==> src/rtl/bcd_alu_pkg.sv <==
package bcd_alu_pkg;
  localparam int DIGIT_W   = 4;
  localparam int DATA_W    = 2 * DIGIT_W;
  localparam int DIGIT_MAX = 9;
  localparam int DIGIT_FIX = 6;
  localparam int DIGIT_TOP = (1 << DIGIT_W) - 1;

  typedef logic [DATA_W-1:0] word_t;
endpackage

==> src/rtl/bcd_bin_core.sv <==
module bcd_bin_core
  import bcd_alu_pkg::*;
(
  input  word_t a_i,
  input  word_t b_i,
  input  logic  carry_i,
  input  logic  sub_i,
  output word_t sum_o,
  output logic  carry_o,
  output logic  ovf_o
);
  localparam int MSB = DATA_W - 1;

  word_t            b_eff;
  logic [DATA_W:0]  wide;

  // Subtraction reuses the adder: a + ~b + c equals a - b - (1-c) + 2^W
  always_comb begin
    b_eff = sub_i ? ~b_i : b_i;
    wide  = {1'b0, a_i} + {1'b0, b_eff} + {{DATA_W{1'b0}}, carry_i};
  end

  assign sum_o   = wide[DATA_W-1:0];
  assign carry_o = wide[DATA_W];
  assign ovf_o   = ~(a_i[MSB] ^ b_eff[MSB]) & (a_i[MSB] ^ sum_o[MSB]);

  always_comb begin
    if (!sub_i) begin
      // carry out iff the sum wrapped past the top
      assert_add_carry_R1: assert (carry_o == ((sum_o < a_i) || (carry_i && (sum_o == a_i))));
    end else begin
      // no-borrow iff a covers b plus the pending borrow
      assert_sub_noborrow_R4: assert (carry_o ==
        ({1'b0, a_i} >= ({1'b0, b_i} + {{DATA_W{1'b0}}, ~carry_i})));
    end
    // overflow only when the result sign moved away from a
    assert_ovf_sign_R2: assert (!ovf_o || (sum_o[MSB] != a_i[MSB]));
  end
endmodule

==> src/rtl/bcd_dec_add.sv <==
module bcd_dec_add
  import bcd_alu_pkg::*;
(
  input  word_t a_i,
  input  word_t b_i,
  input  logic  carry_i,
  output word_t digits_o,
  output logic  carry_o,
  output logic  neg_o,
  output logic  ovf_o
);
  localparam int DW  = DIGIT_W + 2;
  localparam int MSB = DATA_W - 1;
  localparam logic [DW-1:0] LIM = DW'(DIGIT_MAX);
  localparam logic [DW-1:0] FIX = DW'(DIGIT_FIX);
  localparam logic [DW-1:0] TOP = DW'(DIGIT_TOP);

  logic [DW-1:0] lo_raw, lo_fix, hi_raw, hi_fix;

  always_comb begin
    lo_raw = {2'b00, a_i[DIGIT_W-1:0]} + {2'b00, b_i[DIGIT_W-1:0]}
           + {{(DW-1){1'b0}}, carry_i};
    lo_fix = (lo_raw > LIM) ? lo_raw + FIX : lo_raw;
    hi_raw = {2'b00, a_i[DATA_W-1:DIGIT_W]} + {2'b00, b_i[DATA_W-1:DIGIT_W]}
           + {{(DW-1){1'b0}}, (lo_fix > TOP)};
    hi_fix = (hi_raw > LIM) ? hi_raw + FIX : hi_raw;
  end

  // Flags sampled from the high digit before its correction
  assign neg_o    = hi_raw[DIGIT_W-1];
  assign ovf_o    = (hi_raw[DIGIT_W-1] ^ a_i[MSB]) & ~(a_i[MSB] ^ b_i[MSB]);
  assign carry_o  = hi_fix > TOP;
  assign digits_o = {hi_fix[DIGIT_W-1:0], lo_fix[DIGIT_W-1:0]};

  logic lo_ok, hi_ok;
  always_comb begin
    lo_ok = (a_i[DIGIT_W-1:0] <= DIGIT_W'(DIGIT_MAX)) && (b_i[DIGIT_W-1:0] <= DIGIT_W'(DIGIT_MAX));
    hi_ok = (a_i[DATA_W-1:DIGIT_W] <= DIGIT_W'(DIGIT_MAX)) && (b_i[DATA_W-1:DIGIT_W] <= DIGIT_W'(DIGIT_MAX));
    if (lo_ok) begin
      assert_add_low_digit_R6: assert (digits_o[DIGIT_W-1:0] <= DIGIT_W'(DIGIT_MAX));
    end
    if (lo_ok && hi_ok) begin
      assert_add_high_digit_R7: assert (digits_o[DATA_W-1:DIGIT_W] <= DIGIT_W'(DIGIT_MAX));
    end
  end
endmodule

==> src/rtl/bcd_dec_sub.sv <==
module bcd_dec_sub
  import bcd_alu_pkg::*;
(
  input  word_t a_i,
  input  word_t b_i,
  input  logic  carry_i,
  output word_t digits_o
);
  localparam int DW = DIGIT_W + 1;
  localparam logic [DIGIT_W-1:0] FIX = DIGIT_W'(DIGIT_FIX);

  // One extra bit per digit: its top bit is the borrow
  logic [DW-1:0]      lo_raw, hi_raw;
  logic [DIGIT_W-1:0] lo_dig, hi_dig;

  always_comb begin
    lo_raw = {1'b0, a_i[DIGIT_W-1:0]} - {1'b0, b_i[DIGIT_W-1:0]}
           - {{DIGIT_W{1'b0}}, ~carry_i};
    hi_raw = {1'b0, a_i[DATA_W-1:DIGIT_W]} - {1'b0, b_i[DATA_W-1:DIGIT_W]}
           - {{DIGIT_W{1'b0}}, lo_raw[DIGIT_W]};
    lo_dig = lo_raw[DIGIT_W-1:0] - (lo_raw[DIGIT_W] ? FIX : '0);
    hi_dig = hi_raw[DIGIT_W-1:0] - (hi_raw[DIGIT_W] ? FIX : '0);
  end

  assign digits_o = {hi_dig, lo_dig};

  always_comb begin
    if ((a_i[DIGIT_W-1:0] <= DIGIT_W'(DIGIT_MAX)) && (b_i[DIGIT_W-1:0] <= DIGIT_W'(DIGIT_MAX))
        && (a_i[DATA_W-1:DIGIT_W] <= DIGIT_W'(DIGIT_MAX)) && (b_i[DATA_W-1:DIGIT_W] <= DIGIT_W'(DIGIT_MAX))) begin
      assert_sub_digits_R10: assert ((digits_o[DIGIT_W-1:0] <= DIGIT_W'(DIGIT_MAX))
                                  && (digits_o[DATA_W-1:DIGIT_W] <= DIGIT_W'(DIGIT_MAX)));
    end
  end
endmodule

==> src/rtl/bcd_addsub_alu.sv <==
module bcd_addsub_alu
  import bcd_alu_pkg::*;
(
  input  logic [DATA_W-1:0] a_i,
  input  logic [DATA_W-1:0] b_i,
  input  logic              carry_i,
  input  logic              decimal_i,
  input  logic              subtract_i,
  output logic [DATA_W-1:0] result_o,
  output logic              neg_o,
  output logic              ovf_o,
  output logic              zero_o,
  output logic              carry_o
);
  localparam int MSB = DATA_W - 1;

  word_t bin_sum, dadd_res, dsub_res;
  logic  bin_c, bin_v, dadd_c, dadd_n, dadd_v;

  bcd_bin_core u_bin (
    .a_i     (a_i),
    .b_i     (b_i),
    .carry_i (carry_i),
    .sub_i   (subtract_i),
    .sum_o   (bin_sum),
    .carry_o (bin_c),
    .ovf_o   (bin_v)
  );

  bcd_dec_add u_dadd (
    .a_i      (a_i),
    .b_i      (b_i),
    .carry_i  (carry_i),
    .digits_o (dadd_res),
    .carry_o  (dadd_c),
    .neg_o    (dadd_n),
    .ovf_o    (dadd_v)
  );

  bcd_dec_sub u_dsub (
    .a_i      (a_i),
    .b_i      (b_i),
    .carry_i  (carry_i),
    .digits_o (dsub_res)
  );

  always_comb begin
    // Zero always follows the uncorrected binary value
    zero_o = (bin_sum == '0);
    if (decimal_i && !subtract_i) begin
      result_o = dadd_res;
      carry_o  = dadd_c;
      neg_o    = dadd_n;
      ovf_o    = dadd_v;
    end else begin
      result_o = decimal_i ? dsub_res : bin_sum;
      carry_o  = bin_c;
      neg_o    = bin_sum[MSB];
      ovf_o    = bin_v;
    end
  end

  always_comb begin
    if (!decimal_i) begin
      assert_bin_flags_R3: assert ((zero_o == (result_o == '0)) && (neg_o == result_o[MSB]));
    end
    if (decimal_i && subtract_i) begin
      assert_dec_sub_carry_R11: assert (carry_o ==
        ({1'b0, a_i} >= ({1'b0, b_i} + {{DATA_W{1'b0}}, ~carry_i})));
    end
  end
endmodule

==> config.mk <==
export PLATFORM = sky130hd
export DESIGN_NAME = bcd_addsub_alu
export DESIGN_NICKNAME = d
export VERILOG_FILES = /design/src/rtl/bcd_alu_pkg.sv /design/src/rtl/bcd_bin_core.sv /design/src/rtl/bcd_dec_add.sv /design/src/rtl/bcd_dec_sub.sv /design/src/rtl/bcd_addsub_alu.sv
export SDC_FILE = /design/constraint.sdc
export NUM_CORES = 1
export LEC_CHECK = 0
export ABC_AREA = 1
export BUFFER_PORTS_ARGS = -buffer_cell sky130_fd_sc_hd__buf_2
export CAP_MARGIN = 20
export CELL_PAD_IN_SITES_DETAIL_PLACEMENT = 2
export CELL_PAD_IN_SITES_GLOBAL_PLACEMENT = 2
export CORE_MARGIN = 2
export CORE_UTILIZATION = 32
export DETAILED_ROUTE_END_ITERATION = 7
export GPL_TIMING_DRIVEN = 0
export PLACE_DENSITY_LB_ADDON = 0.1
export SYNTH_ARGS = -nofsm -noshare
export SYNTH_HDL_FRONTEND = slang
export SYNTH_HIERARCHICAL = 1
export SYNTH_SLANG_ARGS = --single-unit
==> constraint.sdc <==
create_clock -name vclk -period 7.4
set_clock_uncertainty 0.1 [all_clocks]
set_input_delay 1.11 -clock vclk [all_inputs]
set_output_delay 1.11 -clock vclk [all_outputs]
set_load 0.05 [all_outputs]
# Word-level counts from Yosys, hierarchy flattened
# Index checks and enable logic that the tools add are counted.
[totals]
output_inout_bits = 12
word_cells = 41
ff_bits = 0
[op_classes]
magnitude_cmp = 4
n_bitwise = 10
n_reduce_logical = 3
n_mux = 10
n_addsub = 14
[ops]
columns = ["cell", "n"]
rows = [
  ["6-bit by 4-bit greater-than comparator with 1-bit output (second input constant)", 4],
  ["8-bit 2-to-1 mux", 3],
  ["6-bit by 1-bit adder with 6-bit output", 2],
  ["6-bit by 3-bit adder with 6-bit output (second input constant)", 2],
  ["6-bit 2-to-1 mux", 2],
  ["4-bit by 4-bit adder with 5-bit output", 2],
  ["4-bit by 4-bit subtractor with 5-bit output", 2],
  ["5-bit by 1-bit subtractor with 5-bit output", 2],
  ["8-bit by 8-bit adder with 9-bit output", 1],
  ["9-bit by 1-bit adder with 9-bit output", 1],
  ["8-bit zero test", 1],
  ["8-bit NOT", 1],
  ["4-bit subtractor", 2],
  ["3-bit 2-to-1 mux", 2],
  ["1-bit bitwise XOR", 4],
  ["1-bit 2-to-1 mux", 3],
  ["1-bit NOT", 3],
  ["1-bit bitwise AND", 2],
  ["1-bit logical AND", 1],
  ["1-bit zero test", 1],
]

# Logic depth before layout (Yosys ltp)
# Gate-level depths: netlist of the first run.
[depth]
word_depth = 10
mapped_depth = 31
ltp_nobuf = 31

# Modules after synthesis
# The synthesis of the first run kept the hierarchy.
[modules_own_cells]
columns = ["module", "seq_area_each_um2", "n_inst", "cells_each", "area_each_um2"]
rows = [
  ["bcd_dec_sub", 0.0, 1, 94, 624.3],
  ["bcd_dec_add", 0.0, 1, 86, 526.8],
  ["bcd_bin_core", 0.0, 1, 72, 460.4],
  ["bcd_addsub_alu", 0.0, 1, 76, 372.9],
]

# Least setup slack after synthesis of the first run
# No wires, ideal clock.
[synth_timing]
path_type = "input port to output port"
from = "input a_i[0]"
to = "output result_o[7]"
slack_ns = 1.099
path_stages = 30
arrival_ns = 5.091
required_ns = 6.190
cell_sequence = "inv_1 > fa_1 > inv_1 > fa_1 > inv_1 > nand2_2 > nand2_2 > nand3_1 > nand2_2 > inv_2 > nand2_2 > nand2_1 > inv_1 > ha_1 > inv_1 > ha_1 > or2_2 > fa_1 > o21ai_1 > nand2_1 > xnor2_1 > ha_1 > inv_1 > fa_1 > xnor2_1 > xor2_1 > inv_1 > nand2_1 > nand3_1 > nand2_2"
[synth_via]
elab_cells_between_ends = 19
classes_between = "add/sub (11); order compare (3); mux (5)"
[synth_rtl]
columns = ["item", "line", "text"]
rows = [
  ["start: declaration", "bcd_addsub_alu.sv:4", "input logic [DATA_W-1:0] a_i,"],
  ["4-bit by 4-bit subtractor with 5-bit output (*)", "bcd_dec_sub.sv:17", "lo_raw = {1'b0, a_i[DIGIT_W-1:0]} - {1'b0, b_i[DIGIT_W-1:0]}"],
  ["5-bit by 1-bit subtractor with 5-bit output (*)", "bcd_dec_sub.sv:18", "- {{DIGIT_W{1'b0}}, ~carry_i};"],
  ["5-bit by 1-bit subtractor with 5-bit output (*)", "bcd_dec_sub.sv:20", "- {{DIGIT_W{1'b0}}, lo_raw[DIGIT_W]};"],
  ["3-bit 2-to-1 mux", "bcd_dec_sub.sv:22", "hi_dig = hi_raw[DIGIT_W-1:0] - (hi_raw[DIGIT_W] ? FIX : '0);"],
  ["4-bit subtractor (*)", "bcd_dec_sub.sv:22", ""],
  ["named net dsub_res[7]", "bcd_addsub_alu.sv:17", "word_t bin_sum, dadd_res, dsub_res;"],
  ["8-bit 2-to-1 mux (*)", "bcd_addsub_alu.sv:56", "result_o = decimal_i ? dsub_res : bin_sum;"],
  ["8-bit 2-to-1 mux (*)", "bcd_addsub_alu.sv:50", "if (decimal_i && !subtract_i) begin"],
  ["end: declaration", "bcd_addsub_alu.sv:9", "output logic [DATA_W-1:0] result_o,"],
]
# Mark *: on every way through the listed nets, which the timed path passes. The rest lies on a longest branch.

# Worst setup path after layout of the first run
# Same ends and word-level chain as after synthesis.

==> flow_summary.toml, run 1 <==
[power_and_ir_drop]
p_comb_frac = 1.000
irDropWorstVdd_mv = 0.06340
p_clk_frac = 0
seqPwrFrac = 0
switching_power_mw = 0.2388
power_density_nw_per_um2 = 159.5
p_int_mw = 0.1167
p_leak_nw = 1.441
p_sw_frac = 0.6717

[clock_tree]
postCtsSetupBuffers = 0
ctsResizeCount = 0
cts_hold_buffers = 0

[place]
port_buffers = 30
gp_congestion = 0.7310
dpl.hpwl_mm = 5.210

[global_route]
antenna_found_initial = 0
grt_overflow_total = 0
grt_pass1_wl_mm = 9.535
grt_max_degree = 11
grt_pass1_vias = 2068
grt_usage = 0.1767

[drt]
vias = 1994
ant_nets = 0
drt-total-wl_mm = 5.625
initialDrtViolationCount = 22
dr.pass1.iters = 4
wl_per_cell_um = 12.99
drt-vias-per-instance = 4.605
drc = 0

[finish]
fin_util = 0.3742
area_delta_synth_final_pct = 12.30
nNetsFinal = 419
diodes = 0
final_layout_size_suffix_gt1_frac = 0.1872
seq_cell_count = 0
ff_latch_area_um2 = 0
clkbuf_count = 0

[worst_hold_path]
hold_path_class = "primary input to output port"
worstHoldPathCells = 5
hold_path_end = "result_o[6]"
min_from = "decimal_i"

[timing]
period_needed_ns = 6.950
final.period_utilization = 0.9392
slew_viol_final = 0
grt_setup_unrepaired = "no"
tightest_slew_ns = 0.3526
final_hold_viol_count = 0
final.setup.tns_ns = 0
fmax_ghz = 0.1439
setup_viol = 0
slew_headroom = 0.7624

[synth]
synth_area_leader_cell = "ha_1"
syn_area_um2 = 1984
yosysSeqAreaShare = 0
yosys-top-cells-area = "ha_1 19%, inv_1 17%, nand2_1 17%, fa_1 10%, nand2_2 7.3%"
syn_inst = 328
syn_nets = 387
avgSynthCellArea_um2 = 6.050
synth_top_area_frac = 0.1892
yosys_warnings = 6
synth_common_cells = "88 x inv_1, 88 x nand2_1, 30 x ha_1, 23 x nand2_2, 22 x nand3_1"
ys_types = 27

[outcome]
status = "finished clean"

[critical_path]
cp-start-kind = "primary input"
end_kind = "output port"
crit_arrival_ns = 5.74
max_stage_delay_ns = 0.42
cp.required_ns = 6.19
crit_type = "primary input to output port"
path_max_fanout = 3
path_common_cell = "inv_1"
crit_path_top_delay_cell = "fa_1"

[floorplanning]
rows = 28
start_util = 0.3332
die_w_um = 82.75
ios = 31
die_h_um = 82.75
dieArea_um2 = 6848
core_um2 = 5956

[flow_run]
cap_violations = 0
[how the worst max path moves through the flow]
stage	startpoint	end	slack, ns
after CTS	a_i[0]	result_o[7]	0.39
after global placement	a_i[0]	result_o[7]	0.52
after detailed placement	a_i[0]	result_o[7]	0.41
after global routing	a_i[0]	result_o[7]	0.01
final	a_i[0]	result_o[7]	0.45
after floorplan	a_i[0]	result_o[7]	1.10
[logic make-up (layout without fill, tap and decap cells)]
| group | Yosys count | in the layout | share of synthesized area |
|---|---|---|---|
| adders and majority gates | 40 | 40 | 0.2900 |
| buffers and inverters | 93 | 123 | 0.1910 |
| and+or+nand+nor | 157 | 157 | 0.3726 |
| xor gates and xnor gates | 22 | 22 | 0.1009 |
| AOI/OAI and AO/OA | 16 | 16 | 0.04540 |
[per-layer routing]
metal | wire, um | part of all wire | global-route usage
met2 | 2789 | 0.50 | 0.3274
met5 | 0 | 0 | 0
met3 | 91 | 0.016 | 0
met1 | 2745 | 0.49 | 0.2450
met4 | 0 | 0 | 0
[cells in the final DEF, fill, tap and decap left out, drive strengths merged]
master,count
ha,30
or2,2
xnor2,6
inv,90
nor2,12
a21oi,8
a21o,1
nand2,111
o21ai,7
buf,33
nand4,3
fa,10
nand3,26
nand3b,3
xor2,16
[through the flow]
step	hold WS (ns)	total power, mW	area (um^2)	cells	setup WS [ns]
global route	2.681	0.4083	2228	433	0.01429
global placement	2.645	0.3470	2228	433	0.5196
CTS	2.654	0.3639	2228	433	0.3924
finish	2.639	0.3555	2228	433	0.4497
detailed placement	2.650	0.3619	2228	433	0.4125
floorplan	2.498	0.2746	1984	328	1.099
[critical path, delay by kind of cell]
| family | cells | cell delay, ns |
|---|---|---|
| adders and majority gates | 7 | 2.06 |
| buffers and inverters | 9 | 0.78 |
| and+or+nand+nor | 11 | 1.08 |
| xor gates and xnor gates | 3 | 0.54 |
| AOI/OAI and AO/OA | 1 | 0.16 |
[power by group through the flow]
stage / Combinational [mW] / Clock (mW) / Sequential (mW)
after floorplan: 0.275 / 0 / 0
after CTS: 0.364 / 0 / 0
after global routing: 0.408 / 0 / 0
after global placement: 0.347 / 0 / 0
after detailed placement: 0.362 / 0 / 0
final: 0.356 / 0 / 0
[final cells by class]
| class | instances | area, um^2 |
|---|---|---|
| Tap cell | 75 | 93.84 |
| Inverter | 90 | 342.8 |
| Multi-Input combinational cell | 235 | 1605 |
| Buffer | 3 | 36.28 |
| Timing Repair Buffer | 30 | 150.1 |
| Fill cell | 802 | 3727 |
Note: power is estimated with default switching activity, not from simulation.
==> run 2: changes to the inputs <==
Settings changed: MAX_ROUTING_LAYER set to met4.
==> flow_summary.toml, run 2 (synthesis gave the netlist of run 1 again) <==
[timing]
whs_ns = 2.642
period_needed_ns = 6.953
final_hold_viol_count = 0
fmax_ghz = 0.1438
grt_setup_unrepaired = "no"
slew_viol_final = 0
final.period_utilization = 0.9396
final.setup.tns_ns = 0
setup_viol = 0
tightest_slew_ns = 0.3542
slew_headroom = 0.7614

[global_route]
grt_usage = 0.1816
grt_overflow_total = 0
grt_max_degree = 11
antenna_found_initial = 0
grt_pass1_vias = 2065
grt_pass1_wl_mm = 9.528

[finish]
layout_common_cells = "88 x inv_1, 88 x nand2_1, 31 x buf_2, 30 x ha_1, 23 x nand2_2"
fin_util = 0.3742
seq_cell_count = 0
diodes = 0
final_layout_size_suffix_gt1_frac = 0.1872
fill_cells = 802
nNetsFinal = 419
clkbuf_count = 0
area_delta_synth_final_pct = 12.30
finalNonFillerCells = 433
ff_latch_area_um2 = 0

[critical_path]
cp.required_ns = 6.19
crit_arrival_ns = 5.74
cp-start-kind = "primary input"
path_max_fanout = 3
crit_path_top_delay_cell = "fa_1"
end_kind = "output port"
max_stage_delay_ns = 0.42
crit_type = "primary input to output port"
path_common_cell = "inv_1"

[floorplanning]
die_h_um = 82.75
dieArea_um2 = 6848
rows = 28
core_um2 = 5956
start_util = 0.3332
ios = 31
die_w_um = 82.75

[flow_run]
cap_violations = 0

[place]
gp_congestion = 0.7399
dpl.hpwl_mm = 5.210
place_inst = 433
port_buffers = 30

[drt]
dr.pass1.iters = 4
drt-vias-per-instance = 4.614
wl_per_cell_um = 13.02
drt-total-wl_mm = 5.639
vias = 1998
drc = 0
ant_nets = 0
initialDrtViolationCount = 23

[outcome]
status = "finished clean"

[power_and_ir_drop]
p_leak_nw = 1.441
irDropWorstVdd_mv = 0.06343
power_density_nw_per_um2 = 159.8

[clock_tree]
cts_hold_buffers = 0
ctsResizeCount = 0
postCtsSetupBuffers = 0

[worst_hold_path]
hold_path_class = "primary input to output port"
[run 2: cell counts in the layout (fill, tap and decap cells not counted)]
Identical to the previous run, type by type.
[run 2: final cells by class]
type               instances  area (um^2)  area share
well taps                 75        93.84     0.04211
repair buffers            30        150.1     0.06738
plain buffers              3        36.28     0.01628
multi-input cells        235         1605      0.7204
inverters                 90        342.8      0.1538
[run 2: worst paths after layout]
check	depth (start not counted)	slack [ns]	start	end
setup / recovery	31	0.45	a_i[0]	result_o[7]
hold / removal	5	2.64	decimal_i	result_o[6]
[run 2: report_power, final]
group	total [mW]	switching [mW]	internal, mW
sequential	0	0	0
combinational	0.356	0.239	0.117
clock	0	0	0
[run 2: per-stage QoR]
| step | total power [mW] | worst slack, ns | area (um^2) |
|---|---|---|---|
| global route | 0.4083 | 0.01419 | 2228 |
| floorplan | 0.2746 | 1.099 | 1984 |
| global placement | 0.3470 | 0.5196 | 2228 |
| finish | 0.3560 | 0.4472 | 2228 |
| CTS | 0.3639 | 0.3924 | 2228 |
| detailed placement | 0.3619 | 0.4125 | 2228 |
[run 2: critical path, delay by kind of cell]
family	cells	cell delay (ns)
buf+inv	9	0.78
simple gates	11	1.08
compound gates	1	0.16
fa+ha+maj	7	2.05
xor+xnor	3	0.54
[run 2: per-layer routing]
layer	global-route usage	wire length (um)	part of all wire	up-vias
li1	-	-	-	1034
met1	0.2450	2795	0.50	953
met2	0.3274	2789	0.49	11
met3	0	54	0.0096	0
met4	0	0	0	0
met5	-	0	0	-
